===== src/rtl/dtx_pkg.sv =====
package dtx_pkg;
    typedef enum logic [2:0] {
        FLT_NONE  = 3'd0,
        FLT_ALIGN = 3'd1,
        FLT_ACV   = 3'd2,
        FLT_PAGE  = 3'd3,
        FLT_MISS1 = 3'd4,
        FLT_MISS2 = 3'd5,
        FLT_MCHK  = 3'd6
    } fault_e;

    typedef enum logic {
        S_IDLE = 1'b0,
        S_RESP = 1'b1
    } state_e;

    // status word bit positions
    localparam int ST_WR   = 0;
    localparam int ST_ACV  = 1;
    localparam int ST_FOR  = 2;
    localparam int ST_FOW  = 3;
    localparam int ST_MISS = 4;
    localparam int ST_BADV = 5;
    localparam int ST_W    = 6;

    localparam logic [1:0] MODE_KERNEL = 2'd0;
endpackage


===== src/rtl/dtx_table.sv =====
module dtx_table #(
    parameter int ENTRIES = 8,
    parameter int VPN_W   = 35,
    parameter int ASN_W   = 8,
    parameter int PPN_W   = 32,
    parameter int MODES   = 4,
    localparam int IDX_W  = $clog2(ENTRIES)
) (
    input  logic             clk,
    input  logic             rst_n,
    input  logic             we,
    input  logic [IDX_W-1:0] w_idx,
    input  logic [VPN_W-1:0] w_vpn,
    input  logic [ASN_W-1:0] w_asn,
    input  logic [PPN_W-1:0] w_ppn,
    input  logic [MODES-1:0] w_rd_mask,
    input  logic [MODES-1:0] w_wr_mask,
    input  logic             w_for,
    input  logic             w_fow,
    input  logic [VPN_W-1:0] q_vpn,
    input  logic [ASN_W-1:0] q_asn,
    output logic             q_hit,
    output logic [PPN_W-1:0] q_ppn,
    output logic [MODES-1:0] q_rd_mask,
    output logic [MODES-1:0] q_wr_mask,
    output logic             q_for,
    output logic             q_fow
);
    logic [ENTRIES-1:0] vld;
    logic [VPN_W-1:0]   vpn_r  [ENTRIES];
    logic [ASN_W-1:0]   asn_r  [ENTRIES];
    logic [PPN_W-1:0]   ppn_r  [ENTRIES];
    logic [MODES-1:0]   rdm_r  [ENTRIES];
    logic [MODES-1:0]   wrm_r  [ENTRIES];
    logic [ENTRIES-1:0] for_r, fow_r, match;

    for (genvar g = 0; g < ENTRIES; g++) begin : g_ent
        always_ff @(posedge clk or negedge rst_n) begin
            if (!rst_n) begin
                vld[g]   <= 1'b0;
                vpn_r[g] <= '0;
                asn_r[g] <= '0;
                ppn_r[g] <= '0;
                rdm_r[g] <= '0;
                wrm_r[g] <= '0;
                for_r[g] <= 1'b0;
                fow_r[g] <= 1'b0;
            end else if (we && w_idx == IDX_W'(g)) begin
                vld[g]   <= 1'b1;
                vpn_r[g] <= w_vpn;
                asn_r[g] <= w_asn;
                ppn_r[g] <= w_ppn;
                rdm_r[g] <= w_rd_mask;
                wrm_r[g] <= w_wr_mask;
                for_r[g] <= w_for;
                fow_r[g] <= w_fow;
            end
        end
        assign match[g] = vld[g] && vpn_r[g] == q_vpn && asn_r[g] == q_asn;
    end

    // lowest matching slot wins
    always_comb begin
        q_hit = 1'b0;
        q_ppn = '0;
        q_rd_mask = '0;
        q_wr_mask = '0;
        q_for = 1'b0;
        q_fow = 1'b0;
        for (int i = ENTRIES - 1; i >= 0; i--) begin
            if (match[i]) begin
                q_hit = 1'b1;
                q_ppn = ppn_r[i];
                q_rd_mask = rdm_r[i];
                q_wr_mask = wrm_r[i];
                q_for = for_r[i];
                q_fow = fow_r[i];
            end
        end
    end
endmodule


===== src/rtl/dtx_check.sv =====
module dtx_check
    import dtx_pkg::*;
#(
    parameter int VA_W     = 64,
    parameter int IMPL_VA  = 48,
    parameter int PA_W     = 44,
    parameter int PG_SHIFT = 13,
    parameter int PPN_W    = 32,
    parameter int MODES    = 4,
    parameter int SP_HI    = 47,
    parameter int SP_LO    = 41,
    parameter logic [SP_HI-SP_LO:0] SP_TAG = 7'h7e,
    localparam int FULL_W  = PPN_W + PG_SHIFT
) (
    input  logic [VA_W-1:0]  va,
    input  logic [1:0]       size,
    input  logic             wr,
    input  logic             pc_tag,
    input  logic             phys,
    input  logic             alt,
    input  logic             pte,
    input  logic [1:0]       cur_mode,
    input  logic [1:0]       alt_mode,
    input  logic             hit,
    input  logic [PPN_W-1:0] ppn,
    input  logic [MODES-1:0] rd_mask,
    input  logic [MODES-1:0] wr_mask,
    input  logic             f_or,
    input  logic             f_ow,
    output fault_e           fault,
    output logic [ST_W-1:0]  status,
    output logic [PA_W-1:0]  pa,
    output logic             s_hit,
    output logic             s_miss,
    output logic             s_viol,
    output logic             s_acc
);
    logic [1:0]        eff_mode;
    logic [7:0]        amask;
    logic [FULL_W-1:0] full_pa;
    logic              canon;

    assign eff_mode = pc_tag ? (alt ? alt_mode : MODE_KERNEL) : cur_mode;
    assign amask    = (8'd1 << size) - 8'd1;
    assign full_pa  = {ppn, va[PG_SHIFT-1:0]};
    assign canon    = (&va[VA_W-1:IMPL_VA-1]) || !(|va[VA_W-1:IMPL_VA-1]);

    always_comb begin
        fault  = FLT_NONE;
        status = '0;
        pa     = '0;
        s_hit  = 1'b0;
        s_miss = 1'b0;
        s_viol = 1'b0;
        s_acc  = 1'b0;
        if ((va[7:0] & amask) != 8'd0) begin
            fault = FLT_ALIGN;
            status[ST_WR] = wr;
        end else if (phys) begin
            pa = va[PA_W-1:0];
            if (|va[VA_W-1:PA_W]) fault = FLT_MCHK;
        end else if (!canon) begin
            fault = FLT_PAGE;
            status[ST_WR] = wr;
            status[ST_ACV] = 1'b1;
            status[ST_BADV] = 1'b1;
            s_viol = 1'b1;
        end else if (va[SP_HI:SP_LO] == SP_TAG) begin
            if (cur_mode != MODE_KERNEL) begin
                fault = FLT_ACV;
                status[ST_WR] = wr;
                status[ST_ACV] = 1'b1;
                s_viol = 1'b1;
            end else begin
                pa = {{(PA_W-SP_LO){va[SP_LO-1]}}, va[SP_LO-1:0]};
                s_hit = 1'b1;
            end
        end else begin
            s_acc = 1'b1;
            if (!hit) begin
                fault = pte ? FLT_MISS2 : FLT_MISS1;
                status[ST_WR] = wr;
                status[ST_MISS] = 1'b1;
                s_miss = 1'b1;
            end else begin
                pa = full_pa[PA_W-1:0];
                if (wr && !wr_mask[eff_mode]) begin
                    fault = FLT_PAGE;
                    status[ST_WR] = 1'b1;
                    status[ST_ACV] = 1'b1;
                    status[ST_FOW] = f_ow;
                    s_viol = 1'b1;
                end else if (wr && f_ow) begin
                    fault = FLT_PAGE;
                    status[ST_WR] = 1'b1;
                    status[ST_FOW] = 1'b1;
                    s_viol = 1'b1;
                end else if (!wr && !rd_mask[eff_mode]) begin
                    fault = FLT_ACV;
                    status[ST_ACV] = 1'b1;
                    status[ST_FOR] = f_or;
                    s_viol = 1'b1;
                end else if (!wr && f_or) begin
                    fault = FLT_PAGE;
                    status[ST_FOR] = 1'b1;
                    s_viol = 1'b1;
                end else begin
                    s_hit = 1'b1;
                    if (|full_pa[FULL_W-1:PA_W]) fault = FLT_MCHK;
                end
            end
        end
    end
endmodule


===== src/rtl/dtx_unit.sv =====
module dtx_unit
    import dtx_pkg::*;
#(
    parameter int VA_W     = 64,
    parameter int IMPL_VA  = 48,
    parameter int PA_W     = 44,
    parameter int PG_SHIFT = 13,
    parameter int PPN_W    = 32,
    parameter int ASN_W    = 8,
    parameter int ENTRIES  = 8,
    parameter int MODES    = 4,
    localparam int VPN_W   = IMPL_VA - PG_SHIFT,
    localparam int IDX_W   = $clog2(ENTRIES)
) (
    input  logic             clk,
    input  logic             rst_n,
    input  logic             req_valid,
    input  logic [VA_W-1:0]  req_va,
    input  logic [1:0]       req_size,
    input  logic             req_write,
    input  logic             req_pc_tag,
    input  logic             req_phys,
    input  logic             req_alt,
    input  logic             req_pte,
    input  logic [1:0]       cur_mode,
    input  logic [1:0]       alt_mode,
    input  logic [ASN_W-1:0] cur_asn,
    input  logic             ent_we,
    input  logic [IDX_W-1:0] ent_idx,
    input  logic [VPN_W-1:0] ent_vpn,
    input  logic [ASN_W-1:0] ent_asn,
    input  logic [PPN_W-1:0] ent_ppn,
    input  logic [MODES-1:0] ent_rd_mask,
    input  logic [MODES-1:0] ent_wr_mask,
    input  logic             ent_for,
    input  logic             ent_fow,
    output logic             resp_valid,
    output logic [PA_W-1:0]  resp_pa,
    output logic [2:0]       resp_fault,
    output logic [ST_W-1:0]  resp_status,
    output logic             rd_hit,
    output logic             rd_miss,
    output logic             rd_viol,
    output logic             rd_acc,
    output logic             wr_hit,
    output logic             wr_miss,
    output logic             wr_viol,
    output logic             wr_acc
);
    state_e state, state_nx;

    logic             t_hit, t_for, t_fow;
    logic [PPN_W-1:0] t_ppn;
    logic [MODES-1:0] t_rdm, t_wrm;
    fault_e           c_fault;
    logic [ST_W-1:0]  c_status;
    logic [PA_W-1:0]  c_pa;
    logic             c_hit, c_miss, c_viol, c_acc;

    dtx_table #(
        .ENTRIES(ENTRIES), .VPN_W(VPN_W), .ASN_W(ASN_W), .PPN_W(PPN_W), .MODES(MODES)
    ) u_table (
        .clk(clk), .rst_n(rst_n),
        .we(ent_we), .w_idx(ent_idx), .w_vpn(ent_vpn), .w_asn(ent_asn), .w_ppn(ent_ppn),
        .w_rd_mask(ent_rd_mask), .w_wr_mask(ent_wr_mask), .w_for(ent_for), .w_fow(ent_fow),
        .q_vpn(req_va[IMPL_VA-1:PG_SHIFT]), .q_asn(cur_asn),
        .q_hit(t_hit), .q_ppn(t_ppn), .q_rd_mask(t_rdm), .q_wr_mask(t_wrm),
        .q_for(t_for), .q_fow(t_fow)
    );

    dtx_check #(
        .VA_W(VA_W), .IMPL_VA(IMPL_VA), .PA_W(PA_W), .PG_SHIFT(PG_SHIFT),
        .PPN_W(PPN_W), .MODES(MODES)
    ) u_check (
        .va(req_va), .size(req_size), .wr(req_write), .pc_tag(req_pc_tag),
        .phys(req_phys), .alt(req_alt), .pte(req_pte),
        .cur_mode(cur_mode), .alt_mode(alt_mode),
        .hit(t_hit), .ppn(t_ppn), .rd_mask(t_rdm), .wr_mask(t_wrm),
        .f_or(t_for), .f_ow(t_fow),
        .fault(c_fault), .status(c_status), .pa(c_pa),
        .s_hit(c_hit), .s_miss(c_miss), .s_viol(c_viol), .s_acc(c_acc)
    );

    // next-state logic: T_ACCEPT / T_STREAM on a request, T_DRAIN otherwise
    always_comb begin
        state_nx = state;
        unique case (state)
            S_IDLE: if (req_valid) state_nx = S_RESP;
            S_RESP: if (!req_valid) state_nx = S_IDLE;
            default: state_nx = S_IDLE;
        endcase
    end

    always_ff @(posedge clk or negedge rst_n) begin
        if (!rst_n) state <= S_IDLE;
        else        state <= state_nx;
    end

    assign resp_valid = (state == S_RESP);

    // output registers
    always_ff @(posedge clk or negedge rst_n) begin
        if (!rst_n) begin
            resp_pa     <= '0;
            resp_fault  <= FLT_NONE;
            resp_status <= '0;
            {rd_hit, rd_miss, rd_viol, rd_acc} <= '0;
            {wr_hit, wr_miss, wr_viol, wr_acc} <= '0;
        end else begin
            {rd_hit, rd_miss, rd_viol, rd_acc} <=
                (req_valid && !req_write) ? {c_hit, c_miss, c_viol, c_acc} : 4'b0;
            {wr_hit, wr_miss, wr_viol, wr_acc} <=
                (req_valid && req_write) ? {c_hit, c_miss, c_viol, c_acc} : 4'b0;
            if (req_valid) begin
                resp_pa     <= c_pa;
                resp_fault  <= c_fault;
                resp_status <= c_status;
            end
        end
    end
endmodule


===== config.mk =====
export PLATFORM = sky130hd
export DESIGN_NAME = dtx_unit
export DESIGN_NICKNAME = d
export VERILOG_FILES = /design/src/rtl/dtx_pkg.sv /design/src/rtl/dtx_table.sv /design/src/rtl/dtx_check.sv /design/src/rtl/dtx_unit.sv
export SDC_FILE = /design/constraint.sdc
export NUM_CORES = 2
export LEC_CHECK = 0
export CAP_MARGIN = 10
export CORE_MARGIN = 2
export CORE_UTILIZATION = 44
export DETAILED_ROUTE_END_ITERATION = 16
export GPL_TIMING_DRIVEN = 0
export PLACE_DENSITY = 0.71
export SLEW_MARGIN = 20
export SYNTH_ARGS = -nofsm -noshare
export SYNTH_HDL_FRONTEND = slang
export SYNTH_HIERARCHICAL = 1
export SYNTH_SLANG_ARGS = --single-unit

===== constraint.sdc =====
create_clock -name clk -period 4.3 [get_ports clk]
set_input_delay 0.86 -clock clk [delete_from_list [all_inputs] [get_ports clk]]
set_output_delay 0.86 -clock clk [all_outputs]
set_load 0.01 [all_outputs]

# After elaboration in Yosys (flattened, before gate mapping)
# Cells that the tools add are included.
# W data, S select, Z words.
# totals
ramBits,0
mem_count,0
ff_bits,750
out_inout_bits,62
word_cells,274
latch_bits,0
input_bits,175
rom_bits,0
# classes
reduce_logical,41
n_bitwise,1
n_div,0
eq_ne,24
n_mux,129
shift,1
n_addsub,1
order_cmp,1
n_mul,0
# op_table
operator,n
$eq A35 B35 Y1,8
$mux W44,6
$mux W32,8
$mux W4,18
$mux W1,65
$eq A8 B8 Y1,8
$mux W3,14
$logic_and A1 B1 Y1,30
$mux W2,14
$reduce_or A20 Y1,1
$reduce_and A17 Y1,1
$reduce_or A17 Y1,1
$eq A3 B3 Y1 const B,4
$and A8 B8 Y8,1
$reduce_bool A8 Y1,1
$shl A1 B2 Y8 const A,1
$sub A8 B1 Y8 const B,1
$eq A7 B7 Y1 const B,1
$eq A3 B2 Y1 const B,2
$mux W6,1
$mux W5,1
$bmux W1 S2,2
$logic_not A1 Y1,4
$eq A3 B1 Y1 const B,1
4 further kinds,4

# Longest topological paths before layout
# depth
word_depth,29
depth_mapped,17
mapped_depth_nobuf,13

# Cells and area by module
# Netlist, hierarchy kept.
# modules_own_cells
module,instances,seq_area_each_um2,area_per_inst_um2,cells_each
dtx_table,1,17216.5,33503.4,2781
dtx_unit,1,1551.5,2526.2,130
dtx_check,1,0.0,1101.1,186

# Worst setup path after synthesis
# Ideal clock, no wire load.
# synth_timing
path_type,input to register
from,input port req_va[31]
to,register resp_fault[2]
required_ns,4.236
slack_ns,0.319
arrival_ns,3.917
path_stages,17
n_path_buf,4
setup_time_ns,0.064
path_cell_list,buf_2 > xnor2_1 > nand4_1 > or4_1 > clkbuf_1 > or3_1 > buf_2 > clkbuf_2 > o311ai_1 > a311oi_1 > o21ai_1 > nand3_1 > a32oi_1 > a32oi_1 > or3b_1 > a21oi_1 > mux2_4
# synth_between
elab_cells_between_ends,92
cone_classes,eq/ne (8); mux (62); reduce/logical (22)
# synth_lines
item,line_no,rtl
start: declaration,dtx_unit.sv:18,"input logic [VA_W-1:0] req_va,"
$eq A35 B35 Y1,dtx_table.sv:59,assign match[g] = vld[g] && vpn_r[g] == q_vpn && asn_r[g] == q_asn;
$logic_and A1 B1 Y1 (2 in series),dtx_table.sv:59,
$mux W4 (7 in series),dtx_table.sv:71,if (match[i]) begin
$mux W4 *,dtx_table.sv:71,
via t_wrm[0],dtx_unit.sv:54,"logic [MODES-1:0] t_rdm, t_wrm;"
$bmux W1 S2 *,dtx_check.sv:87,if (wr && !wr_mask[eff_mode]) begin
$mux W1 (implied by the code) *,dtx_check.sv:87,
$logic_not A1 Y1 *,dtx_check.sv:87,
$logic_and A1 B1 Y1 *,dtx_check.sv:87,
$mux W3 *,dtx_check.sv:87,
$mux W3 *,dtx_check.sv:80,if (!hit) begin
$mux W3 *,dtx_check.sv:68,end else if (va[SP_HI:SP_LO] == SP_TAG) begin
$mux W3 *,dtx_check.sv:62,end else if (!canon) begin
$mux W3 *,dtx_check.sv:59,end else if (phys) begin
$mux W3 *,dtx_check.sv:56,if ((va[7:0] & amask) != 8'd0) begin
via c_fault[2],dtx_unit.sv:55,fault_e c_fault;
end signal: assignment,dtx_unit.sv:116,resp_fault <= c_fault;
end: declaration,dtx_unit.sv:39,"output logic [2:0] resp_fault,"
# Mark *: on every way through the listed nets, which the timed path passes. The rest lies on a longest branch. The select of a mux whose other input is x is not followed.
# A chain may end at the register's enable or synchronous reset.

# Final worst setup path
# layout_timing
from,input port req_va[47]
to,register resp_pa[33]
# layout_between
elab_chain_cells,16
elab_cells_between_ends,50
cone_classes,eq/ne (9); mux (21); reduce/logical (20)
# layout_lines
item,line_no,rtl
$eq A35 B35 Y1,dtx_table.sv:59,
$logic_and A1 B1 Y1 (2 in series),dtx_table.sv:59,
$mux W1 (7 in series),dtx_table.sv:71,
$mux W1 *,dtx_table.sv:71,
via t_hit,dtx_unit.sv:52,"logic t_hit, t_for, t_fow;"
$mux W44 *,dtx_check.sv:80,
$mux W44 *,dtx_check.sv:68,
$mux W44 *,dtx_check.sv:62,
$mux W44 *,dtx_check.sv:59,
$mux W44 *,dtx_check.sv:56,
via c_pa[33],dtx_unit.sv:57,logic [PA_W-1:0] c_pa;
end signal: assignment,dtx_unit.sv:115,resp_pa <= c_pa;
end: declaration,dtx_unit.sv:38,"output logic [PA_W-1:0] resp_pa,"
# Mark *: on every way through the listed nets, which the timed path passes. The rest lies on a longest branch.

==> impl_results.md <==
- Async set-or-reset flop fraction in the synthesized netlist: 100%
- Highest-delay cell along the critical path: xnor2_1
- WP buf/inv: 4
- CP most frequent cell: nand2_1
- CP arrival: 5000 ps
- Status: finished with violations
- Hold Crit Class: in -> async
- Number of synthesized flops with an enable pin: 0
- Design area: 45000 um^2
- Via-to-Cell Ratio: 6.11
- Largest net degree at the start of global routing: 98
- Post-route minimum period: 4410 ps
- Synth Cell Area: 37100 um^2
- Top cells by area, synth: dfrtp_1, mux2_2, xnor2_1
- Post-Route Skew: 40.8 ps
- Final WS setup: -113 ps
- Area grow syn2layout: 21.3%
- RSZ-0062 raised after global routing: true
- Pre-Repair DR Iteration Count: 8
- Worst slew pin tran: 1120 ps
- Synth unique cells: 72
- Crit Path Class: in -> reg
- Die height: 294 um
- Num ports: 237
- Crit path max-delay family: simple AND/OR/NAND/NOR gates
- Area leader, netlist: dfrtp_1
- Clk sinks: 750
- Routing usage on met2: 44.4%
- Ys Warns: 6
- IO Port Bufs: 223
- GR peak layer: met2
- Chip width: 294 um
- Gp weighted congestion: 0.961
- Layout cells sized above 1: 30.8%
- #FFs+latches synth: 750
- Initial Utilization: 44.4%
- Area after DPL: 41100 um^2
- Main flop type after synthesis: dfrtp_1
- TritonCTS clock tree: yes
- Residual DRC: 0
- Global-route wire length before repair: 186 mm
- Max-cap violations: 0
- Clock Tree Buf Depth: 3
- Routed Antenna Nets: 0
- Power Dens Cells: 455 nW/um^2
- Top-area cell type share of the netlist area: 50.5%
- H-Tree Depth: 3
- 1st-iter DRT viols: 3062
- Synth Area per Inst: 12.0 um^2
- Total global routing overflow: 0
- Synth Instances: 3097
- Core area: 83600 um^2
- Sequential fraction of the synthesis area: 50.5%
- Root Driver: clkbuf_16
- Final setup vio count: 6
- Critical path capture point type: flip-flop
- DR vias: 28.1k
- Leak pwr: 0.0184 uW
- Post-DR wirelength/cell: 27.8 um
- Crit path largest cell delay: 460 ps
- Num CTS Buffers: 83
- Vias in the first global route: 27.7k
- Met1 Use GR: 39.6%
- Slew Limit Fails: 0
- Rel. slew slack: 25.0%
- Final net count: 3634
- Clock latency on the worst-skew pair: 650 ps
- Power Total: 20500 uW
- Critical Path Start Type: input port
- Worst Path Required: 4890 ps
- Tcrit/Tclk final: 103%
- Die ar.: 86700 um^2
- Num rows: 106
- Worst-path fanout max: 10
- Antenna violations before repair: 5
- Tot GR Track Use: 29.2%
- DRT Wirelength: 128 mm
- Fin. Hold Viols: 0
- Syn Nets: 3273
- Max IR drop VDD: 0.332 mV
- Clock Pin Slew Worst Setup and Hold Paths: 60 ps
- Violated checks: setup timing
- Met3 usage: 6.57%
- Worst path cell trace: dlygate4sd2_1, buf_6, xnor2_1, nand4_1, nor4_1, nand3_1, clkbuf_4, nand2_1, or4b_4, nand2_1, a22oi_2, o21ai_4, buf_4, a21oi_1, mux2_4
- Cts hold-fix bufs: 0
- Fmax: 227 MHz
- Place WS: -2050 ps
- Detail Placement HPWL: 90.4 mm
## power breakdown
part	internal, uW	switching [uW]
Clock	4490	3040
Sequential	8500	857
Combinational	1920	1690
## timing repair
item | CTS | global route
pin swaps | 27 | 19
setup endpoints to repair | 58 | 36
resized for setup | 180 | 81
setup buffers | 34 | 7
## sequential cells by signal (all words and copies together), names as in the netlist, 3 cells and up
register       cells
u_table/vpn_r    280
u_table/for_r      8
u_table/fow_r      8
resp_fault         3
u_table/rdm_r     32
resp_status        6
u_table/asn_r     64
u_table/ppn_r    256
u_table/vld        8
resp_pa           44
u_table/wrm_r     32
## layout make-up
type	count	area, um^2
plain buffers	253	1530
repair buffers	281	2820
diodes	2	5.00
clock buffers	123	2520
inverters	54	203
multi-input cells	2035	17400
clock inverters	26	397
fillers	7063	38500
well taps	1080	1350
flip-flops and latches	750	18800
## cells in the final DEF (no fill, tap or decap), types with 40 or more instances in the layout
cell	count
o21ai_0	101
clkbuf_1	141
mux2_4	52
nor2_1	50
inv_1	53
nor4_1	58
buf_4	57
nand2_1	216
and4b_1	40
a21oi_1	62
xnor2_1	246
xor2_1	81
mux2_2	634
clkdlybuf4s50_1	189
clkbuf_16	84
nand4_1	158
dfrtp_1	750
## kinds of logic after synthesis
group	synth area share, %
buffers and inverters	3.85
flip-flops	50.5
XOR/XNOR	7.93
adder cells (fa/ha/maj)	0.0337
AO/OA/AOI/OAI	6.80
AND/OR/NAND/NOR	9.48
multiplexers	21.4
## cell usage after synthesis, types with 53 or more instances
cell,number
dfrtp_1,750
mux2_2,634
xnor2_1,255
nand2_1,216
nand4_1,158
clkbuf_1,157
o21ai_0,103
xor2_1,81
nor4_1,71
a21oi_1,63
inv_1,53
nor2_1,53
## stage by stage
| step | cells | hold slack [ps] | TNS [ps] | utilization, % |
|---|---|---|---|---|
| CTS | 4597 | 165 | 0 | 53.7 |
| floorplan | 3097 | 434 | 0 | - |
| global route | 4603 | 198 | -56.6 | 53.9 |
| detailed placement | 4417 | 453 | -90540 | 49.2 |
| global placement | 4400 | 448 | - | 48.7 |
| finish | 4604 | 152 | -268 | 53.9 |
## final timing paths
| path | start | cells after the start | slack (ps) | end |
|---|---|---|---|---|
| worst max-delay path | req_va[47] | 15 | -110 | resp_pa[33] |
| worst min-delay path | rst_n | 1 | 150 | u_table/vpn_r[207] |
| worst max register to register | u_table/vpn_r[244] | 13 | 230 | resp_pa[33] |
| worst min register to register | u_table/vld[3] | 1 | 480 | u_table/vld[3] |
| max in group asynchronous | rst_n | 4 | 2450 | u_table/ppn_r[218] |
| min in group clk | u_table/vld[3] | 1 | 480 | u_table/vld[3] |
## layer usage
metal  up-vias  wire length, um
met3       307            12200
met5         -                0
li1      11926                -
met2      1468            57100
met1     14415            52100
met4         0             6670
No activity file was read; power rests on OpenSTA's default activity.
